--- src/rtl/bcr_pkg.sv ---
package bcr_pkg;
  localparam logic [31:0] RST_MAGIC = 32'h0000_DEAD;

  typedef enum logic [2:0] {
    SEL_NONE, SEL_DATE, SEL_FREQ, SEL_LED, SEL_SW, SEL_RST
  } reg_sel_e;

  function automatic reg_sel_e decode_word(input logic [31:0] idx);
    case (idx)
      32'd0:   return SEL_DATE;
      32'd1:   return SEL_FREQ;
      32'd2:   return SEL_LED;
      32'd3:   return SEL_SW;
      32'd4:   return SEL_RST;
      default: return SEL_NONE;
    endcase
  endfunction

  function automatic logic is_magic(input logic [31:0] d);
    return d == RST_MAGIC;
  endfunction
endpackage

--- src/rtl/bcr_decode.sv ---
module bcr_decode
  import bcr_pkg::*;
#(
  parameter int IDX_W = 14
) (
  input  logic [IDX_W-1:0] word_idx,
  output reg_sel_e         hit
);
  always_comb hit = decode_word(32'(word_idx));
endmodule

--- src/rtl/bcr_sync.sv ---
module bcr_sync #(
  parameter int W      = 8,
  parameter int STAGES = 2
) (
  input  logic         clk,
  input  logic         rst_n,
  input  logic [W-1:0] din,
  output logic [W-1:0] dout
);
  logic [W-1:0] stg [STAGES];

  for (genvar i = 0; i < STAGES; i++) begin : g_stage
    if (i == 0) begin : g_first
      always_ff @(posedge clk or negedge rst_n)
        if (!rst_n) stg[i] <= '0;
        else        stg[i] <= din;
    end else begin : g_next
      always_ff @(posedge clk or negedge rst_n)
        if (!rst_n) stg[i] <= '0;
        else        stg[i] <= stg[i-1];
    end
  end

  assign dout = stg[STAGES-1];
endmodule

--- src/rtl/bcr_regfile.sv ---
module bcr_regfile
  import bcr_pkg::*;
#(
  parameter logic [31:0] DATE_CODE = 32'h0927_2011,
  parameter logic [31:0] CLK_HZ    = 32'd10_000_000,
  parameter int          LED_W     = 8,
  parameter int          SW_W      = 8
) (
  input  logic             clk,
  input  logic             rst_n,
  input  reg_sel_e         hit,
  input  logic             wr_evt,
  input  logic             rd_evt,
  input  logic [31:0]      wdata,
  input  logic [SW_W-1:0]  sw_val,
  output logic [LED_W-1:0] led_q,
  output logic [31:0]      rdata,
  output logic             rvalid
);
  logic        led_wr_evt;
  logic [31:0] rd_mux;

  assign led_wr_evt = wr_evt && (hit == SEL_LED);

  always_ff @(posedge clk or negedge rst_n)
    if (!rst_n)          led_q <= '0;
    else if (led_wr_evt) led_q <= wdata[LED_W-1:0];

  always_comb begin
    case (hit)
      SEL_DATE: rd_mux = DATE_CODE;
      SEL_FREQ: rd_mux = CLK_HZ;
      SEL_LED:  rd_mux = 32'(led_q);
      SEL_SW:   rd_mux = 32'(sw_val);
      default:  rd_mux = '0;
    endcase
  end

  always_ff @(posedge clk or negedge rst_n)
    if (!rst_n) begin
      rdata  <= '0;
      rvalid <= 1'b0;
    end else begin
      rvalid <= rd_evt;
      rdata  <= rd_evt ? rd_mux : '0;
    end
endmodule

--- src/rtl/bcr_rst_pulse.sv ---
module bcr_rst_pulse
  import bcr_pkg::*;
(
  input  logic        clk,
  input  logic        rst_n,
  input  logic        rst_wr_evt,
  input  logic [31:0] wdata,
  output logic        pulse
);
  always_ff @(posedge clk or negedge rst_n)
    if (!rst_n) pulse <= 1'b0;
    else        pulse <= rst_wr_evt && is_magic(wdata);
endmodule

--- src/rtl/board_ctrl_regs.sv ---
module board_ctrl_regs
  import bcr_pkg::*;
#(
  parameter logic [31:0] DATE_CODE = 32'h0927_2011,
  parameter logic [31:0] CLK_HZ    = 32'd10_000_000,
  parameter int          ADDR_W    = 16,
  parameter int          LED_W     = 8,
  parameter int          SW_W      = 8,
  parameter int          SYNC_STG  = 2
) (
  input  logic              clk,
  input  logic              rst_n,
  input  logic              bus_sel,
  input  logic              bus_wr,
  input  logic [ADDR_W-1:0] bus_addr,
  input  logic [31:0]       bus_wdata,
  output logic [31:0]       bus_rdata,
  output logic              bus_rvalid,
  input  logic [SW_W-1:0]   sw_in,
  output logic [LED_W-1:0]  led_out,
  output logic              board_rst_req
);
  localparam int IDX_W = ADDR_W - 2;

  reg_sel_e        hit;
  logic            wr_evt, rd_evt, rst_wr_evt;
  logic [SW_W-1:0] sw_sync;
  logic            addr_lo_unused;

  assign wr_evt         = bus_sel && bus_wr;
  assign rd_evt         = bus_sel && !bus_wr;
  assign rst_wr_evt     = wr_evt && (hit == SEL_RST);
  assign addr_lo_unused = ^bus_addr[1:0];

  bcr_decode #(.IDX_W(IDX_W)) u_dec (
    .word_idx (bus_addr[ADDR_W-1:2]),
    .hit      (hit)
  );

  bcr_sync #(.W(SW_W), .STAGES(SYNC_STG)) u_sync (
    .clk  (clk),
    .rst_n(rst_n),
    .din  (sw_in),
    .dout (sw_sync)
  );

  bcr_regfile #(
    .DATE_CODE(DATE_CODE), .CLK_HZ(CLK_HZ), .LED_W(LED_W), .SW_W(SW_W)
  ) u_rf (
    .clk   (clk),
    .rst_n (rst_n),
    .hit   (hit),
    .wr_evt(wr_evt),
    .rd_evt(rd_evt),
    .wdata (bus_wdata),
    .sw_val(sw_sync),
    .led_q (led_out),
    .rdata (bus_rdata),
    .rvalid(bus_rvalid)
  );

  bcr_rst_pulse u_rp (
    .clk       (clk),
    .rst_n     (rst_n),
    .rst_wr_evt(rst_wr_evt),
    .wdata     (bus_wdata),
    .pulse     (board_rst_req)
  );
endmodule

--- config.mk ---
export PLATFORM = sky130hd
export DESIGN_NAME = board_ctrl_regs
export DESIGN_NICKNAME = d
export VERILOG_FILES = /design/src/rtl/bcr_pkg.sv /design/src/rtl/bcr_decode.sv /design/src/rtl/bcr_sync.sv /design/src/rtl/bcr_regfile.sv /design/src/rtl/bcr_rst_pulse.sv /design/src/rtl/board_ctrl_regs.sv
export SDC_FILE = /design/constraint.sdc
export NUM_CORES = 1
export LEC_CHECK = 0
export BUFFER_PORTS_ARGS = -buffer_cell sky130_fd_sc_hd__buf_2
export CAP_MARGIN = 10
export CELL_PAD_IN_SITES_DETAIL_PLACEMENT = 1
export CELL_PAD_IN_SITES_GLOBAL_PLACEMENT = 1
export CORE_MARGIN = 5
export CORE_UTILIZATION = 28
export DETAILED_ROUTE_END_ITERATION = 10
export PLACE_DENSITY = 0.72
export SLEW_MARGIN = 20
export SYNTH_ARGS = -nofsm -noshare
export SYNTH_HDL_FRONTEND = slang
export SYNTH_HIERARCHICAL = 1
export SYNTH_SLANG_ARGS = --single-unit
--- constraint.sdc ---
create_clock -name clk -period 0.8 [get_ports clk]
set_clock_uncertainty 0.15 [all_clocks]
set_input_delay 0.12 -clock clk [delete_from_list [all_inputs] [get_ports clk]]
set_output_delay 0.12 -clock clk [all_outputs]
set_load 0.02 [all_outputs]
---- After elaboration in Yosys (flattened, before gate mapping) ----
Index checks and enable logic that the tools add are counted.
cells by class
  shifts and indexed selects .............. 0
  reductions and logical operators ........ 7
  magnitude comparators ................... 0
  multipliers ............................. 0
  equal/unequal tests ..................... 10
  multiplexer cells ....................... 3
  bitwise logic cells ..................... 0
  div/mod/pow operators ................... 0
  add/sub/neg operators ................... 0
operator list
  operator                number
  $pmux W28 S4            1
  $eq A32 B16 Y1 const B  1
  $eq A14 B2 Y1 const B   2
  $mux W28                1
  $pmux W3 S5             1
  $eq A14 B1 Y1 const B   1
  $eq A14 B3 Y1 const B   1
  $logic_not A14 Y1       1
  $eq A3 B2 Y1 const B    2
  $eq A3 B3 Y1 const B    2
  $logic_and A1 B1 Y1     5
  $eq A3 B1 Y1 const B    1
  $logic_not A1 Y1        1
word-level totals
  memories ................................ 0
  bits in read-only memories .............. 0
  bits in writable memories ............... 0
  latch bits .............................. 0
  register bits after elaboration ......... 58
  output and inout port bits .............. 42
  logic and storage cells ................. 26
  input port bits ......................... 60

---- Depth between registers and ports, before layout ----
Gate-level depths: netlist of run 1.
  word-level depth ........................ 5
  gate-level depth with buffers ........... 7
  gate-level depth less buffers ........... 7

---- Cells and area by module ----
The synthesis of run 1 kept the hierarchy.
by module, submodules not included
  module           cells each  area each (sq um)  instances  sequential area each (sq um)
  bcr_regfile      84          939.7              1          475.5
  bcr_sync         24          460.4              1          400.4
  bcr_rst_pulse    13          133.9              1          25.0
  bcr_decode       11          76.3               1          0.0
  board_ctrl_regs  3           27.5               1          0.0

---- Worst setup path before layout of run 1 ----
OpenSTA, ideal clock, no wires.
  path kind ............................... input port to flip-flop
  start ................................... in bus_addr[5]
  end ..................................... reg u_rp.pulse
  required time ........................... 0.554 ns
  buffers on the path ..................... 0
  setup time .............................. 0.096 ns
  data arrival time ....................... 1.960 ns
  stages on the path ...................... 7
  slack ................................... -1.406 ns
  cell sequence ........................... nor4_2 nand3_1 a211oi_1 and4b_1 and4b_1 nand4_1 nor4_2
between the ends
  cells in the longest elaborated chain, start to end .. 5
  elaborated cells between the ends (all ways) .. 9
  those cells by class .................... eq/ne (5); mux (1); reduce/logical (3)
RTL lines
  what                                   line                   RTL
  from (decl)                            board_ctrl_regs.sv:15  input logic [ADDR_W-1:0] bus_addr,
  $eq A14 B3 Y1 (tied with other cells)  bcr_pkg.sv:9           case (idx)
  $pmux W3 S5 *                          bcr_pkg.sv:9
  net hit[0]                             board_ctrl_regs.sv:25  reg_sel_e hit;
  $eq A3 B3 Y1 *                         board_ctrl_regs.sv:32  assign rst_wr_evt = wr_evt && (hit == SEL_RST);
  $logic_and A1 B1 Y1 *                  board_ctrl_regs.sv:32
  net rst_wr_evt                         board_ctrl_regs.sv:26  logic wr_evt, rd_evt, rst_wr_evt;
  $logic_and A1 B1 Y1 *                  bcr_rst_pulse.sv:12    else pulse <= rst_wr_evt && is_magic(wdata);
  to (signal assigned)                   bcr_rst_pulse.sv:12
  to (decl)                              bcr_rst_pulse.sv:8     output logic pulse
Mark *: on every way through the listed nets, which the timed path passes. The rest lies on a longest branch.
A chain may end at the register's enable or synchronous reset.

---- Worst setup path after layout of run 1 ----
  start ................................... in bus_addr[9]
  end ..................................... reg u_rf.led_q[1]
between the ends
  cells in the longest elaborated chain, start to end .. 4
  elaborated cells between the ends (all ways) .. 8
  those cells by class .................... eq/ne (5); mux (1); reduce/logical (2)
RTL lines
  what                                   line                   RTL
  $eq A14 B3 Y1 (tied with other cells)  bcr_pkg.sv:9
  $pmux W3 S5 *                          bcr_pkg.sv:9
  net hit[1]                             board_ctrl_regs.sv:25
  $eq A3 B2 Y1 *                         bcr_regfile.sv:23      assign led_wr_evt = wr_evt && (hit == SEL_LED);
  $logic_and A1 B1 Y1 *                  bcr_regfile.sv:23
  to (signal assigned)                   bcr_regfile.sv:27      else if (led_wr_evt) led_q <= wdata[LED_W-1:0];
  to (decl)                              bcr_regfile.sv:16      output logic [LED_W-1:0] led_q,
Marked as above.

==> parameters.txt, run 1 <==
Parameter                              Value

Clock network
  Number of buffers added by the clock tree synthesis step ... 5
  Clock Tree Buf Depth ... 2
  Clock Latency Late Sink ... 0.28 ns
  CTS tree ... done
  Deepest level of the CTS H-tree ... 2
  Post-CTS Hold Fix Bufs ... 9
  Root Buffer ... sky130_fd_sc_hd__clkbuf_8
  Post-CTS clock slew at the launch and capture registers of the worst setup and hold paths ... 0.06 ns
  Total number of clock tree sinks ... 36

STA
  Hold Fails Final Rpt ... 3
  Final-layout worst hold slack ... -0.0604 ns
  Number of max-slew violations in the final report ... 0
  RSZ-0062 raised after global routing ... true
  Fin crit share ... 197%
  Maximum achievable frequency ... 635 MHz
  Minimum clock period ... 1.58 ns
  Setup slack after layout ... -0.776 ns
  Accumulated negative setup slack ... -23.62 ns
  Number of endpoints failing setup at the final stage ... 51

Yosys
  Share of flip-flops with an asynchronous set or reset ... 100%
  Avg Synthesized Cell Area ... 12.1 um2
  Ys flop type ... sky130_fd_sc_hd__dfrtp_1
  Yosys warns ... 6
  Cell taking the most area after synthesis ... sky130_fd_sc_hd__dfrtp_1
  Distinct cell type count of the synthesized netlist ... 32
  Post-synth top area share ... 55.0%
  Fraction of the yosys area taken by sequential cells ... 55.0%
  Synthesized area ... 0.00164 mm2
  Post-synthesis instance total ... 135
  Synthesis-stage register bit count ... 36
  Number of enable flip-flop cells after synthesis ... 0
  Biggest area contributors in the synthesized netlist ... sky130_fd_sc_hd__dfrtp_1 55%, sky130_fd_sc_hd__buf_4 14%, sky130_fd_sc_hd__mux2_2 5.5%

Layout
  Post-layout util ... 49.8%
  Synthesis-to-layout area growth ... 70.4%
  NumNets Final ... 306
  Fill cells ... 602
  Share of cells above drive strength 1 ... 64.0%
  Finished Layout Cells ... 319
  Final cell area excluding filler cells ... 0.00279 mm2
  Antenna diode count ... 0

Worst setup path
  Crit Path Category ... in -> reg
  Worst setup SP type ... input port
  Worst r2r path cells ... 2
  Required time of the worst setup path ... 0.81 ns
  Number of buffer and inverter instances along the worst setup path ... 1
  Setup crit end kind ... flop
  Largest stage delay on the critical path ... 0.34 ns
  Critical path depth in cells ... 7
  Arrival time worst endpoint ... 1.59 ns
  Slowest library cell on the worst path ... sky130_fd_sc_hd__mux2_4
  Register-to-register path setup slack ... -0.30 ns
  Top Family by Delay on Critical Path ... simple AND/OR/NAND/NOR gates
  Critical path cell sequence ... buf_6, nor4_4, nand3_2, nor3_4, nor2b_4, nand3_4, mux2_4
  Top fanout value on the critical path ... 8

Drt
  DRT Wirelength ... 4830 um
  DRC violations left ... 0
  Ratio of routed vias to standard cells ... 4.25
  Number of DRC violations after detailed-routing iteration 0 ... 33
  Number of routed nets with antenna violations ... 0
  Vias ... 1,356
  DR pass1 iterations ... 4
  Per-cell routed wire length ... 15.1 um

Pwr
  VDD IR max ... 0.000898 V
  Power per Cell Area ... 1430 mW/mm2
  Post-route total power ... 4.00 mW
  Leakage power summed over all cells ... 1.37 nW

GRT
  Antenna violations before repair ... 0
  Vias in the first global route ... 1,457
  Combined global-route utilization of all metal layers ... 12.7%
  Wire length of the first global-routing pass ... 7240 um
  Overflow after GRT ... 0
  Pin count of the biggest net entering global routing ... 37

Floorplan
  Floorplan die area ... 0.00748 mm2
  Boundary Pins ... 102
  Initial Util ... 29.2%
  Width of the chip ... 86.5 um
  Die extent in y ... 86.5 um
  Standard-cell rows ... 27
  Area inside the core boundary ... 0.00561 mm2

Place
  DP HPWL ... 3350 um
  Count of buffers from port buffering ... 89
  Pre-CTS setup slack ... -1.18 ns
  Final weighted congestion of routability-driven global placement ... 0.810
  Placed cell count ... 291
  Instance area at placement ... 0.00220 mm2

Worst hold path
  Hold path depth ... 4
  Path type of the worst min-delay path ... in -> reg

Status
  Result of the run ... complete, but fails checks
  Violations in the final reports ... hold timing, setup timing

Flow run
  Max-cap violations ... 0
power breakdown:
part	switching (mW)	internal, mW
registers	0.0142	1.86
logic	0.194	0.234
clock network	0.590	1.10
worst min-delay path, stage by stage:
cell and delay [ns]:
sky130_fd_sc_hd__buf_2 0.07, sky130_fd_sc_hd__nor4_1 0.03, sky130_fd_sc_hd__nand2_1 0.06, sky130_fd_sc_hd__nor4_2 0.04
sequential cells by signal (all words and copies together), names as in the netlist:
register,cells
u_rp/pulse,1
u_rf/led_q,8
u_rf/rvalid,1
u_sync/stg,8
u_sync/dout,8
u_rf/rdata,10
layout make-up:
class / count / area, um2 / share of cell area (%)
Timing Repair Buffer: 126 / 1030 / 37.0
Inverter: 2 / 7.51 / 0.269
Clock inverter: 1 / 30.0 / 1.08
Sequential cell: 36 / 903 / 32.4
Clock buffer: 7 / 96.3 / 3.45
Multi-Input combinational cell: 75 / 632 / 22.6
Tap cell: 72 / 90.1 / 3.23
cell families after synthesis:
logic type,after synthesis,share of synthesized area [%]
AOI/OAI and AO/OA,13,4.58
other,1,0.229
xor gates and xnor gates,1,0.535
buffers and inverters,33,14.4
DFF,36,55.0
muxes,8,5.50
and+or+nand+nor,43,19.7
final timing paths:
check                                           from                   endpoint
setup / recovery                         bus_addr[9]  u_rf/led_q[1]$_DFFE_PN0P_
hold reg to reg              u_sync/stg[8]$_DFF_PN0_   u_sync/dout[0]$_DFF_PN0_
min in group asynchronous                      rst_n    u_sync/stg[9]$_DFF_PN0_
setup reg to reg           u_rf/led_q[7]$_DFFE_PN0P_  u_rf/led_q[7]$_DFFE_PN0P_
hold / removal                         bus_wdata[30]       u_rp/pulse$_DFF_PN0_
max in group asynchronous                      rst_n   u_rf/rdata[23]$_DFF_PN0_
synth_stat cells (all sizes together) (2+ instances only):
cell type / instances
mux2: 8
nand2: 10
nor2b: 2
nand4: 2
nor3: 2
and4bb: 3
and4b: 2
inv: 2
o21ai: 8
dfrtp: 36
a21boi: 3
nor4: 5
nand3: 8
buf: 30
and3: 2
what timing repair did:
action / CTS / global route
endpoints found under the setup margin: 51 / 51
endpoints found under the hold margin: 47 / 3
pin swaps: 11 / 4
buffers inserted: 12 / 1
gates cloned: 0 / 0
resized for setup: 80 / 8
layer usage:
metal  vias up  share of wire, %  track usage, %
li1        653                 -               -
met1       640                35            13.5
met2        57                57            23.3
met3         6               6.5            3.71
met4         0               1.5            5.10
met5         -                 0               0
cell usage in the layout, fill, tap and decap left out, types with 3 or more instances in the layout:
master / synthesis / final
sky130_fd_sc_hd__buf_4: 30 / 19
sky130_fd_sc_hd__nand2_1: 10 / 7
sky130_fd_sc_hd__dlygate4sd3_1: 0 / 9
sky130_fd_sc_hd__dfrtp_1: 36 / 34
sky130_fd_sc_hd__buf_6: 0 / 42
sky130_fd_sc_hd__clkbuf_8: 0 / 7
sky130_fd_sc_hd__conb_1: 1 / 10
sky130_fd_sc_hd__o21ai_1: 0 / 6
sky130_fd_sc_hd__buf_2: 0 / 53
sky130_fd_sc_hd__mux2_2: 8 / 6
sky130_fd_sc_hd__buf_12: 0 / 3
sky130_fd_sc_hd__nand3_1: 7 / 5
(Power assumes the default switching activity.)
==> run 2, diff against run 1 <==
- SKIP_CTS_REPAIR_TIMING: unset -> 1
==> run 2 against run 1 <==
- the flow still finishes with violations (hold timing, setup timing)
- global-route usage down 2.0 points
- core utilization down 0.089 points
- wire length fell by 4.5%
- total power barely moved
- highest routed layer unchanged
- via count down 1.5%
- largest power group unchanged
- die area unchanged
- non-clock buffer count decreased by 1
==> parameters.txt, run 2 (synthesis results as in run 1) <==
Parameter                              Value

Drt
  Number of routed nets with antenna violations ... 0
  Per-cell routed wire length ... 14.5 um
  DR pass1 iterations ... 4
  Ratio of routed vias to standard cells ... 4.20
  Number of DRC violations after detailed-routing iteration 0 ... 32
  DRT Wirelength ... 4610 um
  DRC violations left ... 0
  Vias ... 1,335

Worst setup path
  Worst setup SP type ... input port
  Required time of the worst setup path ... 0.82 ns
  Setup crit end kind ... flop
  Crit Path Category ... in -> reg
  Top fanout value on the critical path ... 8
  Arrival time worst endpoint ... 1.61 ns

Place
  DP HPWL ... 3350 um
  Count of buffers from port buffering ... 89
  Final weighted congestion of routability-driven global placement ... 0.810

STA
  Fin crit share ... 199%
  Setup slack after layout ... -0.795 ns
  Hold Fails Final Rpt ... 3
  Minimum clock period ... 1.60 ns
  Accumulated negative setup slack ... -23.82 ns
  Number of endpoints failing setup at the final stage ... 51
  RSZ-0062 raised after global routing ... true
  Number of max-slew violations in the final report ... 0
  Maximum achievable frequency ... 627 MHz
  Final-layout worst hold slack ... -0.0584 ns

Clock network
  Deepest level of the CTS H-tree ... 2
  Total number of clock tree sinks ... 36
  Root Buffer ... sky130_fd_sc_hd__clkbuf_8
  Number of buffers added by the clock tree synthesis step ... 5
  Post-CTS clock slew at the launch and capture registers of the worst setup and hold paths ... 0.07 ns
  CTS tree ... done
  Clock Tree Buf Depth ... 2
  Clock Latency Late Sink ... 0.28 ns

Layout
  Commonest cells after routing, fill and taps aside ... 54 x sky130_fd_sc_hd__buf_2, 38 x sky130_fd_sc_hd__buf_6, 34 x sky130_fd_sc_hd__dfrtp_1, 21 x sky130_fd_sc_hd__buf_4, 10 x sky130_fd_sc_hd__conb_1
  Top register by number of flip-flops ... u_rf/rdata
  Flip-flop count of the largest register, all copies and words added ... 10
  Share of cells above drive strength 1 ... 65.0%
  Synthesis-to-layout area growth ... 70.1%
  Antenna diode count ... 0
  Leading cell type in the layout, fill and taps excluded ... sky130_fd_sc_hd__buf_2
  NumNets Final ... 305

Floorplan
  Die extent in y ... 86.5 um
  Initial Util ... 29.2%
  Boundary Pins ... 102
  Standard-cell rows ... 27
  Width of the chip ... 86.5 um
  Area inside the core boundary ... 0.00561 mm2
  Floorplan die area ... 0.00748 mm2

GRT
  Antenna violations before repair ... 0
  Combined global-route utilization of all metal layers ... 10.7%
  Vias in the first global route ... 1,270
  Pin count of the biggest net entering global routing ... 37
  Wire length of the first global-routing pass ... 6100 um
  Overflow after GRT ... 0

Pwr
  Post-route total power ... 3.99 mW
  VDD IR max ... 0.000896 V
  Leakage power summed over all cells ... 1.35 nW
  Power per Cell Area ... 1430 mW/mm2

Status
  Violations in the final reports ... hold timing, setup timing
  Result of the run ... complete, but fails checks

Worst hold path
  Path type of the worst min-delay path ... in -> reg

Flow run
  Max-cap violations ... 0
[run 2: changes by cell type in the layout (fill, tap and decap cells not counted), sizes merged]
cell / change
buf: -1
[run 2: final cells by class]
type	count	area, um2
clock buffer	7	96.3
fill	605	2820
inverter	2	7.51
multi-input combinational	75	652
sequential	36	903
clock inverter	1	30.0
timing repair buffer	125	1010
tap	72	90.1
[run 2: final timing paths]
kind	slack, ns	cells past startpoint	to	startpoint
worst min register to register	0.20	0	u_sync/dout[0]$_DFF_PN0_	u_sync/stg[8]$_DFF_PN0_
worst max-delay path	-0.80	7	u_rf/led_q[7]$_DFFE_PN0P_	bus_addr[14]
worst max register to register	-0.29	2	u_rf/led_q[7]$_DFFE_PN0P_	u_rf/led_q[7]$_DFFE_PN0P_
min in group asynchronous	0.19	3	u_sync/stg[9]$_DFF_PN0_	rst_n
worst min-delay path	-0.06	4	u_rp/pulse$_DFF_PN0_	bus_wdata[30]
max in group asynchronous	0.12	3	u_rf/rdata[24]$_DFF_PN0_	rst_n
[run 2: power breakdown]
group          internal [mW]  leakage [nW]  switching (mW)
sequential              1.86         0.462          0.0173
combinational          0.234         0.828           0.196
clock                   1.10        0.0645           0.583
[run 2: per-stage QoR]
step	hold slack (ns)	area [um2]	util (%)	setup WS, ns	std cells
after floorplan	-0.326	1780	-	-0.975	144
after global placement	-0.0599	2200	39.3	-1.12	291
after detailed placement	-0.0579	2200	39.3	-1.18	291
after CTS	-0.369	2330	41.5	-0.912	299
after global routing	-0.0708	2790	49.7	-0.813	318
final	-0.0584	2790	49.7	-0.795	318
[run 2: per-layer routing]
| layer | GRT usage [%] | wire length, um |
|---|---|---|
| met5 | 0 | 0 |
| met4 | 4.25 | 44 |
| met3 | 3.52 | 287 |
| met2 | 18.6 | 2630 |
| met1 | 12.1 | 1650 |
[run 2: worst max-delay path, cell delays in order]
cell and delay, ns:
sky130_fd_sc_hd__buf_6 0.09, sky130_fd_sc_hd__nor4_4 0.26, sky130_fd_sc_hd__nand3_2 0.18, sky130_fd_sc_hd__nor3_4 0.24, sky130_fd_sc_hd__nor2b_4 0.22, sky130_fd_sc_hd__nand3_4 0.16
sky130_fd_sc_hd__mux2_4 0.33
==> run 3, diff against run 2 <==
- CELL_PAD_IN_SITES_GLOBAL_PLACEMENT: 1 -> 2
- CORE_UTILIZATION: 28 -> 22
- CTS_BUF_LIST: unset -> sky130_fd_sc_hd__clkbuf_16
- CTS_CLUSTER_DIAMETER: unset -> 150
==> run 3 against run 2 <==
- the flow still finishes with violations (hold timing, setup timing)
- highest routed layer unchanged
- sequential power about the same
- non-clock buffer count shrank 6
- die area increased by 24%
- largest power group unchanged
- maximum frequency increased by 2.1%
==> parameters.txt, run 3 (synthesis results as in run 1) <==
Parameter                              Value

Status
  Result of the run ... complete, but fails checks
  Violations in the final reports ... hold timing, setup timing

GRT
  Wire length of the first global-routing pass ... 6010 um
  Antenna violations before repair ... 0
  Combined global-route utilization of all metal layers ... 8.71%
  Pin count of the biggest net entering global routing ... 37
  Overflow after GRT ... 0
  Vias in the first global route ... 1,271

Layout
  Finished Layout Cells ... 340
  Register area ... 903 um2
  Share of cells above drive strength 1 ... 62.5%
  Top register by number of flip-flops ... u_rf/rdata
  Commonest cells after routing, fill and taps aside ... 55 x sky130_fd_sc_hd__buf_2, 37 x sky130_fd_sc_hd__buf_6, 34 x sky130_fd_sc_hd__dfrtp_1, 16 x sky130_fd_sc_hd__buf_4, 10 x sky130_fd_sc_hd__conb_1
  Flip-flop count of the largest register, all copies and words added ... 10
  Fill cells ... 801
  Area of combinational cells with multiple inputs ... 627 um2
  NumNets Final ... 299
  Leading cell type in the layout, fill and taps excluded ... sky130_fd_sc_hd__buf_2
  Synthesis-to-layout area growth ... 67.9%

Flow run
  Max-cap violations ... 0

STA
  Final-layout worst hold slack ... -0.0561 ns
  Number of endpoints failing setup at the final stage ... 51
  Minimum clock period ... 1.56 ns
  Hold Fails Final Rpt ... 5
  RSZ-0062 raised after global routing ... true
  Number of max-slew violations in the final report ... 0
  Fin crit share ... 195%
  Accumulated negative setup slack ... -23.38 ns
  Setup slack after layout ... -0.762 ns
  Maximum achievable frequency ... 640 MHz

Floorplan
  Floorplan die area ... 0.00927 mm2
  Area inside the core boundary ... 0.00725 mm2
  Initial Util ... 22.6%
  Boundary Pins ... 102
  Width of the chip ... 96.3 um
  Standard-cell rows ... 31
  Die extent in y ... 96.3 um

Worst setup path
  Worst r2r path cells ... 2
  Top Family by Delay on Critical Path ... simple AND/OR/NAND/NOR gates
  Arrival time worst endpoint ... 1.57 ns
  Slowest library cell on the worst path ... sky130_fd_sc_hd__mux2_2
  Worst setup SP type ... input port
  Largest stage delay on the critical path ... 0.31 ns
  Top fanout value on the critical path ... 8
  Critical path cell sequence ... buf_2, nor4_4, nand3_2, nor3_4, nor2b_4, nand3_4, mux2_2
  Reg2Reg Launch Point ... u_rf/led_q[7]$_DFFE_PN0P_
  Number of buffer and inverter instances along the worst setup path ... 1
  Setup crit end kind ... flop
  Reg-to-reg endpoint ... u_rf/led_q[7]$_DFFE_PN0P_
  Crit Path Category ... in -> reg
  Register-to-register path setup slack ... -0.27 ns
  Required time of the worst setup path ... 0.81 ns

Drt
  DRC violations left ... 0
  Ratio of routed vias to standard cells ... 3.84
  Vias ... 1,306
  Number of DRC violations after detailed-routing iteration 0 ... 31
  Per-cell routed wire length ... 12.9 um
  Number of routed nets with antenna violations ... 0
  DR pass1 iterations ... 3
  DRT Wirelength ... 4400 um

Pwr
  Power per Cell Area ... 1500 mW/mm2
  VDD IR max ... 0.00103 V
  Leakage power summed over all cells ... 1.31 nW

Clock network
  Post-CTS clock slew at the launch and capture registers of the worst setup and hold paths ... 0.05 ns
  Root Buffer ... sky130_fd_sc_hd__clkbuf_16
  Number of buffers added by the clock tree synthesis step ... 5
  Deepest level of the CTS H-tree ... 2
  Clock Latency Late Sink ... 0.27 ns
  CTS tree ... done
  Clock Tree Buf Depth ... 2
  Total number of clock tree sinks ... 36

Place
  Placed cell count ... 316
  Count of buffers from port buffering ... 89
  Pre-CTS setup slack ... -1.11 ns
  Final weighted congestion of routability-driven global placement ... 0.739

Worst hold path
  Hold EP ... u_rf/led_q[5]$_DFFE_PN0P_
  Hold path depth ... 2
  Hold Crit Start ... bus_wdata[5]
  Path type of the worst min-delay path ... in -> reg
run 3: cell count changes in the layout (fill, tap and decap cells not counted), sizes merged:
cell,change
diode,+1
bufinv,-1
clkinv,+3
clkbuf,-2
buf,-6
run 3: worst max-delay path by stage:
stage	from	end	slack (ns)	cells past startpoint
after detailed placement	bus_addr[5]	u_rp/pulse$_DFF_PN0_	-1.11	8
after CTS	bus_addr[5]	u_rp/pulse$_DFF_PN0_	-0.83	8
after global placement	bus_addr[14]	u_rf/rdata[4]$_DFF_PN0_	-1.06	8
after floorplan	bus_addr[14]	u_rp/pulse$_DFF_PN0_	-0.98	7
final	bus_addr[7]	u_rf/led_q[4]$_DFFE_PN0P_	-0.76	7
after global routing	bus_addr[14]	u_rf/led_q[0]$_DFFE_PN0P_	-0.86	7
run 3: per-layer routing:
metal  GRT usage (%)  wire [um]  part of all wire [%]  vias up
li1                -          -                     -      636
met1            9.77       1550                    35      622
met2            15.2       2490                    57       45
met3            3.36        346                   7.9        3
met4            2.49         18                  0.41        0
met5               0          0                     0        -
run 3: through the flow:
step	utilization [%]	area [um2]	total power, mW
finish	37.9	2750	4.12
global route	37.9	2750	4.31
CTS	32.4	2350	4.14
detailed placement	30.4	2210	2.27
global placement	30.4	2210	2.26
floorplan	-	1780	2.07
run 3: area by class of cell:
type / instances / share of cell area [%]
Timing Repair Buffer: 119 / 34.3
Clock buffer: 5 / 4.55
Clock inverter: 3 / 0.682
Tap cell: 99 / 4.50
Multi-Input combinational cell: 75 / 22.8
Inverter: 2 / 0.273
Sequential cell: 36 / 32.8
Antenna cell: 1 / 0.0910
run 3: report_power, final:
part           switching, mW  internal, mW
clock network          0.692          1.14
registers             0.0128          1.87
logic                  0.187         0.215
total                  0.892          3.23
